==> config.mk <==
export PLATFORM = sky130hd
export DESIGN_NAME = sof_timer_top
export DESIGN_NICKNAME = d
export VERILOG_FILES = /design/src/rtl/sof_pkg.sv /design/src/rtl/sof_trim_reg.sv /design/src/rtl/sof_down_counter.sv /design/src/rtl/sof_frame_index.sv /design/src/rtl/sof_timer_top.sv
export SDC_FILE = /design/constraint.sdc
export NUM_CORES = 1
export LEC_CHECK = 0
export ABC_CLOCK_PERIOD_IN_PS = 2520
export CORE_MARGIN = 1.5
export CORE_UTILIZATION = 40
export CTS_CLUSTER_SIZE = 20
export DETAILED_ROUTE_END_ITERATION = 12
export MAX_ROUTING_LAYER = met4
export SKIP_LAST_GASP = 1
export SLEW_MARGIN = 5
export SYNTH_ARGS = -nofsm -noshare
export SYNTH_HDL_FRONTEND = slang
export SYNTH_SLANG_ARGS = --single-unit
export TNS_END_PERCENT = 5
==> constraint.sdc <==
create_clock -name clk_i -period 2.52 [get_ports clk_i]
set_input_delay 0.504 -clock clk_i [delete_from_list [all_inputs] [get_ports clk_i]]
set_output_delay 0.504 -clock clk_i [all_outputs]
set_load 0.005 [all_outputs]
==> src/rtl/sof_pkg.sv <==
package sof_pkg;
    // Software-visible register width of the trim register.
    localparam int unsigned SOF_REG_W = 8;

    // Micro-frame length in counter clocks for a given trim.
    function automatic int unsigned sof_len(input int unsigned base_len,
                                            input int unsigned step_len,
                                            input int unsigned trim);
        return base_len + step_len * trim;
    endfunction
endpackage

==> src/rtl/sof_trim_reg.sv <==
module sof_trim_reg #(
    parameter int unsigned TRIM_W   = 6,
    parameter int unsigned REG_W    = sof_pkg::SOF_REG_W,
    parameter int unsigned TRIM_RST = 32
) (
    input  logic              clk_i,
    input  logic              aon_rst_ni,
    input  logic              run_i,
    input  logic              wr_en_i,
    input  logic [REG_W-1:0]  wr_data_i,
    output logic [TRIM_W-1:0] trim_o,
    output logic [REG_W-1:0]  rd_data_o
);
    localparam int unsigned PAD_W = REG_W - TRIM_W;

    typedef struct packed {
        logic [TRIM_W-1:0] trim;
    } trim_state_t;

    trim_state_t st_d, st_q;

    always_comb begin
        st_d = st_q;
        if (wr_en_i && !run_i) begin
            st_d.trim = wr_data_i[TRIM_W-1:0];
        end
    end

    always_ff @(posedge clk_i or negedge aon_rst_ni) begin
        if (!aon_rst_ni) begin
            st_q.trim <= TRIM_W'(TRIM_RST);
        end else begin
            st_q <= st_d;
        end
    end

    assign trim_o    = st_q.trim;
    assign rd_data_o = {{PAD_W{1'b0}}, st_q.trim};

    // A halted write lands in the stored trim.
    assert_write_lands_R1: assert property (@(posedge clk_i) disable iff (!aon_rst_ni)
        (wr_en_i && !run_i) |=> (trim_o == $past(wr_data_i[TRIM_W-1:0])));

    // While running the trim cannot move.
    assert_run_locks_R5: assert property (@(posedge clk_i) disable iff (!aon_rst_ni)
        run_i |=> $stable(trim_o));
endmodule

==> src/rtl/sof_down_counter.sv <==
module sof_down_counter #(
    parameter int unsigned BASE_LEN = 59488,
    parameter int unsigned STEP_LEN = 16,
    parameter int unsigned TRIM_W   = 6,
    parameter int unsigned TRIM_RST = 32
) (
    input  logic              clk_i,
    input  logic              core_rst_ni,
    input  logic              run_i,
    input  logic [TRIM_W-1:0] trim_i,
    output logic              sof_o
);
    localparam int unsigned MAX_LEN = sof_pkg::sof_len(BASE_LEN, STEP_LEN, (2 ** TRIM_W) - 1);
    localparam int unsigned CNT_W   = $clog2(MAX_LEN);
    localparam int unsigned RST_LEN = sof_pkg::sof_len(BASE_LEN, STEP_LEN, TRIM_RST);

    typedef struct packed {
        logic [CNT_W-1:0] cnt;
    } cnt_state_t;

    cnt_state_t       st_d, st_q;
    logic [31:0]      len_full;
    logic [CNT_W-1:0] reload;
    logic             at_zero;

    always_comb begin
        len_full = sof_pkg::sof_len(BASE_LEN, STEP_LEN, 32'(trim_i));
        reload   = CNT_W'(len_full - 32'd1);
        at_zero  = (st_q.cnt == '0);
        st_d     = st_q;
        if (!run_i || at_zero) begin
            st_d.cnt = reload;
        end else begin
            st_d.cnt = st_q.cnt - 1'b1;
        end
    end

    always_ff @(posedge clk_i or negedge core_rst_ni) begin
        if (!core_rst_ni) begin
            st_q.cnt <= CNT_W'(RST_LEN - 1);
        end else begin
            st_q <= st_d;
        end
    end

    assign sof_o = run_i && at_zero;

    // Strobe lasts exactly one clock (lengths are at least two).
    assert_pulse_single_R3: assert property (@(posedge clk_i) disable iff (!core_rst_ni)
        sof_o |=> !sof_o);

    // A running count never exceeds the current reload point.
    assert_cnt_bound_R7: assert property (@(posedge clk_i) disable iff (!core_rst_ni)
        run_i |-> (st_q.cnt <= reload));
endmodule

==> src/rtl/sof_frame_index.sv <==
module sof_frame_index #(
    parameter int unsigned IDX_W = 14
) (
    input  logic             clk_i,
    input  logic             core_rst_ni,
    input  logic             sof_i,
    output logic [IDX_W-1:0] idx_o
);
    typedef struct packed {
        logic [IDX_W-1:0] idx;
    } idx_state_t;

    idx_state_t st_d, st_q;

    always_comb begin
        st_d = st_q;
        if (sof_i) begin
            st_d.idx = st_q.idx + 1'b1;
        end
    end

    always_ff @(posedge clk_i or negedge core_rst_ni) begin
        if (!core_rst_ni) begin
            st_q.idx <= '0;
        end else begin
            st_q <= st_d;
        end
    end

    assign idx_o = st_q.idx;

    // Index is quiet between strobes.
    assert_idx_quiet_R8: assert property (@(posedge clk_i) disable iff (!core_rst_ni)
        !sof_i |=> $stable(idx_o));
endmodule

==> src/rtl/sof_timer_top.sv <==
module sof_timer_top #(
    parameter int unsigned BASE_LEN = 59488,
    parameter int unsigned STEP_LEN = 16,
    parameter int unsigned TRIM_W   = 6,
    parameter int unsigned TRIM_RST = 32,
    parameter int unsigned IDX_W    = 14
) (
    input  logic                          clk_i,
    input  logic                          core_rst_ni,
    input  logic                          aon_rst_ni,
    input  logic                          run_i,
    input  logic                          reg_wr_i,
    input  logic [sof_pkg::SOF_REG_W-1:0] reg_wdata_i,
    output logic [sof_pkg::SOF_REG_W-1:0] reg_rdata_o,
    output logic                          sof_o,
    output logic [IDX_W-1:0]              uframe_idx_o
);
    logic [TRIM_W-1:0] trim;
    logic              sof;

    sof_trim_reg #(
        .TRIM_W   (TRIM_W),
        .REG_W    (sof_pkg::SOF_REG_W),
        .TRIM_RST (TRIM_RST)
    ) trim_i (
        .clk_i     (clk_i),
        .aon_rst_ni(aon_rst_ni),
        .run_i     (run_i),
        .wr_en_i   (reg_wr_i),
        .wr_data_i (reg_wdata_i),
        .trim_o    (trim),
        .rd_data_o (reg_rdata_o)
    );

    sof_down_counter #(
        .BASE_LEN (BASE_LEN),
        .STEP_LEN (STEP_LEN),
        .TRIM_W   (TRIM_W),
        .TRIM_RST (TRIM_RST)
    ) cnt_i (
        .clk_i      (clk_i),
        .core_rst_ni(core_rst_ni),
        .run_i      (run_i),
        .trim_i     (trim),
        .sof_o      (sof)
    );

    sof_frame_index #(
        .IDX_W (IDX_W)
    ) idx_i (
        .clk_i      (clk_i),
        .core_rst_ni(core_rst_ni),
        .sof_i      (sof),
        .idx_o      (uframe_idx_o)
    );

    assign sof_o = sof;
endmodule

* Yosys cells after proc, flatten, opt, wreduce, memory -nomap -nowiden
Cells that the tools add are included.
Word-level totals: flip-flop bits (word level) 36, logic and storage cells 13
Cells by class: $add $sub $neg 4, mux-type cells 1, reduce and logical (&&, ||, !) cells 5
Operators with widths (count):
- $sub 16x1->16 const B | 2
- $add 16x10->16 const A | 1
- $logic_not 16->1 | 1
- $mux 16 | 1
- $add 14x1->14 const B | 1
- $logic_and 1x1->1 | 2
- $logic_not 1->1 | 1
- $logic_or 1x1->1 | 1

* Logic depth before layout (Yosys ltp)
Gate-level depths: netlist of run 1.
word-level depth 3, gate-level depth with buffers 8, mapped depth without buffers 6

* Hierarchy
From an unflattened synthesis of run 1, not the netlist that was laid out.
Second synthesis, totals: cell total of the unflattened synthesis 164, area total of the unflattened synthesis 1946.9 sq um
Modules (own cells, without submodules):
- sof_down_counter | times used 1, cells each 92, area an instance 969.7 sq um, seq. area each 414.1 sq um
- sof_frame_index | times used 1, cells each 49, area an instance 646.9 sq um, seq. area each 350.3 sq um
- sof_trim_reg | times used 1, cells each 23, area an instance 330.3 sq um, seq. area each 151.4 sq um

* Worst setup path after synthesis of run 1
Ideal clock, no wire load.
path kind register -> register, start point register cnt_i.st_q[0] (netlist name), end point register cnt_i.st_q[5] (netlist name), library setup time 0.125 ns, data arrival time 1.630 ns, data required time 2.395 ns, setup slack 0.765 ns, stages on the path, launching flop included 8, buffers on the path 1, period minus slack after synthesis 1.755 ns, path through dfstp_2 > inv_1 > ha_1 > nor4b_1 > nand3_1 > o31a_1 > buf_6 > mux2_4
RTL lines:
- from (decl) | RTL line sof_down_counter.sv:21 | cnt_state_t st_d, st_q;
- from (signal assigned) | RTL line sof_down_counter.sv:42 | st_q <= st_d;

* Worst setup path in the final report of run 1
start point register cnt_i.st_q[0] (netlist name), end point output port sof_o
Between the ends: cells in the longest elaborated chain, start to end 2
Ends and longest elaborated chain:
- $logic_not 16->1 | RTL line sof_down_counter.sv:29 | at_zero = (st_q.cnt == '0);
- $logic_and 1x1->1 | RTL line sof_down_counter.sv:46 | assign sof_o = run_i && at_zero;
- to (decl) | RTL line sof_timer_top.sv:15 | output logic sof_o,
Every way passes these cells.

==> results of run 1 <==
==> kinds of logic (layout without fill, tap and decap cells) <==
group / after synthesis / after routing / share of synthesized area (%)
XOR/XNOR: 29 / 29 / 13.6
AO/OA/AOI/OAI: 6 / 6 / 2.28
AND/OR/NAND/NOR: 65 / 65 / 20.1
adder cells (fa/ha/maj): 4 / 4 / 2.68
other: 1 / 2 / 0.201
flip-flops: 36 / 36 / 49.1
buffers and inverters: 11 / 56 / 3.69
multiplexers: 14 / 14 / 8.26
==> stage by stage <==
step	instance area (sq um)	setup TNS [ps]	total power, mW
after global routing	2390	-4.41	1.43
after global placement	2260	0	0.934
after floorplan	1870	0	0.848
after detailed placement	2260	-29.4	0.942
after CTS	2370	0	1.37
final	2390	0	1.36
==> power by group <==
group          total, mW  leakage (nW)  switching (mW)  internal, mW
logic              0.215         0.543          0.0889         0.126
clock network      0.422        0.0455           0.199         0.223
registers          0.725         0.433          0.0790         0.646
==> worst max-delay path, cell delays in order, from the launching register on <==
cell and delay (ps):
dfstp_2 390, inv_1 70, ha_1 140, nor4b_2 210
nand3_1 180, nor2_2 150, clkdlybuf4s50_1 520
==> worst paths after layout <==
path,startpoint,depth (start not counted),endpoint
hold / removal,aon_rst_ni,1,trim_i.trim_o[1]$_DFFE_PN0P_
setup / recovery,cnt_i.st_q[0]$_DFF_PN1_,6,sof_o
setup reg to reg,cnt_i.st_q[0]$_DFF_PN1_,10,cnt_i.st_q[12]$_DFF_PN0_
min in group clk_i,idx_i.idx_o[13]$_DFFE_PN0P_,1,idx_i.idx_o[13]$_DFFE_PN0P_
hold reg to reg,idx_i.idx_o[13]$_DFFE_PN0P_,1,idx_i.idx_o[13]$_DFFE_PN0P_
max in group asynchronous,core_rst_ni,2,cnt_i.st_q[6]$_DFF_PN1_
==> state kept, by name (all words and copies together) (netlist names) <==
name           count
idx_i.idx_o       14
cnt_i.st_q        16
trim_i.trim_o      6
==> placed cells by master (no fill, tap or decap), types with 3 or more instances in the layout <==
cell,instances
buf_4,12
clkbuf_8,6
clkdlybuf4s50_1,31
dfrtp_1,24
dfstp_2,12
ha_1,4
inv_1,5
mux2_2,7
mux2i_1,6
nand2_1,16
nand3_1,10
nand4_1,3
nor2_1,5
nor3_1,10
nor4_2,4
xnor2_1,7
xor2_1,22
==> routing by layer <==
metal	vias up	GRT usage [%]	wire, microns
met1	666	21.2	1730
met3	7	3.38	138
li1	666	-	-
met4	0	7.55	68
met2	34	26.6	1850
met5	-	-	0
==> final cells by class <==
type | count | area [sq um]
inverter | 5 | 18.8
clock buffer | 8 | 90.1
sequential | 36 | 916
tap | 52 | 65.1
timing repair buffer | 43 | 400
fill | 397 | 2020
multi-input combinational | 120 | 905
==> what timing repair did <==
item / 4_1_cts / 5_1_grt
gates resized for setup: 2 / 3
endpoints found under the hold margin: 0 / 0
pin swaps: 0 / 1
setup buffers: 1 / 2
endpoints found under the setup margin: 1 / 1
==> reports/metrics.csv, run 1 <==
stage;metric;value;unit
clock_network;holdBufCountCts;0;
synth;syn_avg_cell_area;11.2;sq um
sta;fin_hold_ws;448;ps
synth;syn-instance-count;166;
worst_setup_path;cp-start-kind;flip-flop;
synth;synth_warnings;0;
status;outcome;complete, no violations;
drt;drt_pass1_iterations;4;
synth;synth_cell_types;37;
drt;routed_via_density;5.20;
grt;grt_max_degree;31;
cells_and_area;final_cells;264;
synth;yosys-top-cells-count;24 x dfrtp_1, 22 x xor2_1, 16 x nand2_1, 12 x dfstp_2;
flow_run;maxCapViolCount;0;
sta;setup_slack;51.6;ps
place;hpwlAfterDp;2.74;mm
sta;rsz0062_at_grt;true;
worst_setup_path;crit_fanout;5;
floorplanning;die-area;0.00508;sq mm
drt;totalWireLength;3.79;mm
place;dpl.cell_count;253;
worst_setup_path;end_kind;output pin;
sta;fin_crit;2470;ps
clock_network;clockBufferDepth;2;
clock_network;cts_buffers;5;
grt;antenna_found_initial;0;
drt;ant_nets;0;
cells_and_area;diodes;0;
cells_and_area;drive_gt1_share;22.6;%
drt;drcViolationCount;0;
grt;grt_pass1_vias;1449;
sta;skew;7.24;ps
sta;finalHoldViolations;0;
drt;drt_iter0_drc;59;
pwr;p_per_area;568;mW/mm^2
drt;wire_per_inst;14.4;microns
synth;synth_edf_count;0;
floorplanning;fp.dieW;71.3;microns
worst_setup_path;r2r_slack;190;ps
floorplanning;core_area;0.00441;sq mm
synth;async_reset_ff_share;100;%
place;gp_congestion;0.759;
cells_and_area;nNetsFinal;228;
worst_setup_path;cp_data_arrival_time;1960;ps
sta;worst_pin_slew;649;ps
clock_network;clk_pin_slew;70;ps
synth;yosysMostFrequentCell;dfrtp_1;
clock_network;cts.htree.levels;2;
drt;vias;1373;
sta;max_freq;405;MHz
worst_setup_path;critPathRequiredTime;2020;ps
grt;grt_pass1_wl;6.56;mm
floorplanning;ios;36;
place;place_ws;-29.4;ps
floorplanning;rows;24;
sta;maxSlewViolCount;0;
sta;slew_headroom;56.4;%
floorplanning;die_y;71.3;microns
worst_hold_path;hp-class;in -> async;
grt;grt-ovfl-total;0;
clock_network;cts_tree;done;
pwr;ir_drop;0.451;mV
cells_and_area;syn_to_final_growth;28.5;%
grt;grt_usage;17.0;%
synth;synthFlopType;dfrtp_1;
synth;synth_top_area_cell;dfrtp_1;
synth;syn_area;0.00186;sq mm
place;port_buffers;31;
sta;setup_viol;0;
clock_network;cts-root-buf;clkbuf_8;
synth;netlist_top_cells_area;dfrtp_1 32%, dfstp_2 17%, xor2_1 10%;
sta;period_share;98.0;%
clock_network;insertion_delay;290;ps
worst_setup_path;path_class;reg -> out;
synth;yosysSeqAreaShare;49.1;%
floorplanning;initial_core_util;42.2;%
clock_network;clock_sinks;36;
synth;synth_top_area_share;32.2;%
cells_and_area;finalCoreUtilization;54.3;%
synth;synth-seq-cells;36;
pwr;p_leak;1.02;nW
Power figures use the tool's default switching activity.
==> run 2: changes to the inputs <==
--- a/config.mk
+++ b/config.mk
@@ -15,5 +15,6 @@
 export SLEW_MARGIN = 5
 export SYNTH_ARGS = -nofsm -noshare
 export SYNTH_HDL_FRONTEND = slang
+export SYNTH_HIERARCHICAL = 1
 export SYNTH_SLANG_ARGS = --single-unit
 export TNS_END_PERCENT = 5
==> run 2 against run 1 <==
Worst setup slack better by 160 ps. First-iteration DRC count down 20%. Area after synthesis up 4.4%. Global-route usage down 1.1 points. Final area up 1.6%. Largest power group unchanged. Largest cell class is now multi-input combinational cells. Critical endpoint unchanged. Critical path type unchanged. Worst hold slack better by 8.6 ps. Non-clock buffer count down 4. Count of clock-buffer cells in the layout down 1. Sequential share of layout area down 0.61 points. Highest routed layer unchanged.
==> reports/metrics.csv, run 2 <==
stage;metric;value;unit;change
grt;grt_pass1_vias;1311;;was 1449
worst_setup_path;end_kind;output pin;;unchanged
drt;totalWireLength;3.65;mm;was 3.79 mm
worst_setup_path;path_class;reg -> out;;unchanged
clock_network;clock_sinks;36;;unchanged
synth;syn_avg_cell_area;11.9;sq um;was 11.2 sq um
sta;maxSlewViolCount;0;;unchanged
synth;synthFlopType;dfrtp_1;;unchanged
synth;muxShareOfSynthArea;7.26;%;was 8.26%
synth;yosysSeqAreaShare;47.0;%;was 49.1%
grt;antenna_found_initial;0;;unchanged
sta;skew;5.81;ps;was 7.24 ps
floorplanning;rows;25;;was 24
sta;tns;0;ps;unchanged
sta;max_freq;434;MHz;was 405 MHz
synth;synth_fa_ha_area_share;2.57;%;was 2.68%
floorplanning;die-area;0.00529;sq mm;was 0.00508 sq mm
cells_and_area;nNetsFinal;217;;was 228
floorplanning;die_y;72.8;microns;was 71.3 microns
clock_network;holdBufCountCts;0;;unchanged
floorplanning;core_area;0.00469;sq mm;was 0.00441 sq mm
sta;rsz0062_at_grt;false;;was true
synth;synth-xor-area-share;14.2;%;was 13.6%
pwr;ir_drop;0.345;mV;was 0.451 mV
sta;period_share;91.5;%;was 98.0%
cells_and_area;syn_to_final_growth;25.0;%;was 28.5%
clock_network;cts.htree.levels;2;;unchanged
worst_setup_path;critPathRequiredTime;2020;ps;about the same
synth;syn-instance-count;164;;was 166
clock_network;cts_tree;done;;unchanged
drt;drt_pass1_iterations;4;;unchanged
clock_network;insertion_delay;280;ps;was 290 ps
grt;grt-ovfl-total;0;;unchanged
drt;wire_per_inst;14.3;microns;was 14.4 microns
pwr;p_int;1.11;mW;was 0.994 mW
pwr;pwr-share-clk;37.4;%;was 31.0%
place;hpwlAfterDp;2.70;mm;was 2.74 mm
drt;ant_nets;0;;unchanged
pwr;seq_power_share;47.8;%;was 53.2%
drt;drt_iter0_drc;47;;was 59
cells_and_area;largest_register_ffs;16;;unchanged
synth;synth_warnings;6;;was 0
pwr;p_sw;0.365;mW;was 0.367 mW
synth;syn_area;0.00195;sq mm;was 0.00186 sq mm
synth;synth_edf_count;0;;unchanged
worst_setup_path;cp_data_arrival_time;1800;ps;was 1960 ps
status;outcome;complete, no violations;;unchanged
cells_and_area;drive_gt1_share;26.9;%;was 22.6%
clock_network;cts-root-buf;clkbuf_8;;unchanged
place;gp_congestion;0.767;;was 0.759
flow_run;maxCapViolCount;0;;unchanged
sta;fin_crit;2300;ps;was 2470 ps
sta;fin_hold_ws;456;ps;was 448 ps
clock_network;cts_buffers;5;;unchanged
grt;grt_usage;15.8;%;was 17.0%
cells_and_area;largest_register;cnt_i/st_q;;was cnt_i.st_q
cells_and_area;diodes;0;;unchanged
pwr;p_comb_share;14.7;%;was 15.8%
worst_setup_path;reg2reg_depth;11;;was 10
synth;synth-seq-cells;36;;unchanged
worst_setup_path;cpPeakStageDelay;560;ps;was 520 ps
synth;synth_top_family_by_area;simple AND/OR/NAND/NOR gates;;unchanged
cells_and_area;layout_commonest_cell;clkdlybuf4s50_1;;unchanged
worst_setup_path;cp_slowest_cell;dfstp_2;;was clkdlybuf4s50_1
pwr;p_per_area;607;mW/mm^2;was 568 mW/mm^2
worst_setup_path;crit_chain;inv_1, ha_1, nor4b_2, buf_4, nand4_4, nor2_4, dlygate4sd2_1;;was inv_1, ha_1, nor4b_2, nand3_1, nor2_2, clkdlybuf4s50_1
clock_network;clk_pin_slew;70;ps;about the same
grt;grt_max_degree;31;;unchanged
pwr;p_leak;1.02;nW;about the same
synth;async_reset_ff_share;100;%;unchanged
floorplanning;fp.dieW;72.8;microns;was 71.3 microns
drt;vias;1290;;was 1373
worst_setup_path;r2r-start;cnt_i/st_q[0]$_DFF_PN1_;;was cnt_i.st_q[0]$_DFF_PN1_
pwr;switching_share;24.7;%;was 26.9%
synth;netlist_top_cells_area;dfrtp_1 31%, dfstp_2 16%, xnor2_1 6.3%;;was dfrtp_1 32%, dfstp_2 17%, xor2_1 10%
drt;routed_via_density;5.06;;was 5.20
worst_setup_path;cp-startpoint;cnt_i/st_q[0]$_DFF_PN1_;;was cnt_i.st_q[0]$_DFF_PN1_
worst_hold_path;hp-class;in -> async;;unchanged
floorplanning;ios;36;;unchanged
synth;yosys.area_share.simple;19.5;%;was 20.1%
synth;synth-compound-area-share;3.79;%;was 2.28%
drt;drcViolationCount;0;;unchanged
grt;grt_pass1_wl;6.18;mm;was 6.56 mm
cells_and_area;final_cell_mix;30 x clkdlybuf4s50_1, 24 x dfrtp_1, 17 x nand2_1;;was 31 x clkdlybuf4s50_1, 24 x dfrtp_1, 22 x xor2_1
place;port_buffers;31;;unchanged
synth;yosys-top-cells-count;24 x dfrtp_1, 17 x nand2_1, 14 x xnor2_1, 12 x dfstp_2, 12 x xor2_1;;was 24 x dfrtp_1, 22 x xor2_1, 16 x nand2_1, 12 x dfstp_2
clock_network;clockBufferDepth;2;;unchanged
synth;yosysMostFrequentCell;dfrtp_1;;unchanged
floorplanning;initial_core_util;41.5;%;was 42.2%
synth;synth_top_area_share;30.8;%;was 32.2%
worst_setup_path;crit_fanout;5;;unchanged
worst_setup_path;cp-start-kind;flip-flop;;unchanged
synth;synth_cell_types;44;;was 37
sta;setup_viol;0;;unchanged
synth;synth_top_area_cell;dfrtp_1;;unchanged
sta;finalHoldViolations;0;;unchanged
[run 2: through the flow]
step	area [sq um]	power, mW	instances	utilization (%)	setup slack, ps
CTS	2430	1.50	255	51.9	195
floorplan	1950	0.865	165	-	142
finish	2430	1.48	255	51.9	215
global placement	2290	0.923	246	48.7	153
global route	2430	1.55	255	51.9	128
detailed placement	2290	0.936	246	48.7	167
[run 2: routing by layer]
metal / up-vias / wire length (microns) / global-route usage [%]
met1: 637 / 1630 / 20.0
met2: 27 / 1880 / 24.9
met5: - / 0 / -
met3: 2 / 113 / 3.73
li1: 624 / - / -
met4: 0 / 22 / 5.66
[run 2: power groups by stage]
stage | sequential [mW] | combinational [mW] | clock, mW
2_1_floorplan | 0.699 | 0.167 | 0
5_1_grt | 0.716 | 0.240 | 0.597
4_1_cts | 0.708 | 0.221 | 0.570
6_report | 0.707 | 0.218 | 0.553
3_3_place_gp | 0.712 | 0.211 | 0
3_5_place_dp | 0.718 | 0.218 | 0
[run 2: cell type report]
class,instances,area [sq um]
Clock inverter,1,30.0
Sequential cell,36,916
Fill cell,430,2260
Multi-Input combinational cell,115,943
Tap cell,54,67.6
Clock buffer,7,96.3
Timing Repair Buffer,39,369
Inverter,3,11.3
[run 2: critical path, delay by kind of cell, from the launching register on]
kind,cells,cell delay [ps]
and+or+nand+nor,3,300
adders and majority gates,1,200
buffers and inverters,3,460
DFF,1,560
[run 2: kinds of logic (layout without fill, tap and decap cells)]
logic type,Yosys count,count (layout)
and+or+nand+nor,58,58
adders and majority gates,4,4
other,1,2
DFF,36,36
muxes,11,11
AOI/OAI and AO/OA,11,11
buffers and inverters,14,50
xor gates and xnor gates,29,29
[run 2: repair_timing]
| action | in CTS | in global routing |
|---|---|---|
| buffers inserted | 1 | 0 |
| resized for setup | 4 | 0 |
| setup endpoints to repair | 1 | 0 |
[run 2: worst paths after layout]
kind | to | slack [ps]
max | sof_o | 220
min | trim_i/trim_o[1]$_DFFE_PN0P_ | 460
max reg2reg | idx_i/idx_o[9]$_DFFE_PN0P_ | 300
min reg2reg | idx_i/idx_o[13]$_DFFE_PN0P_ | 470
max in group asynchronous | cnt_i/st_q[13]$_DFF_PN1_ | 1590
min in group clk_i | idx_i/idx_o[13]$_DFFE_PN0P_ | 470
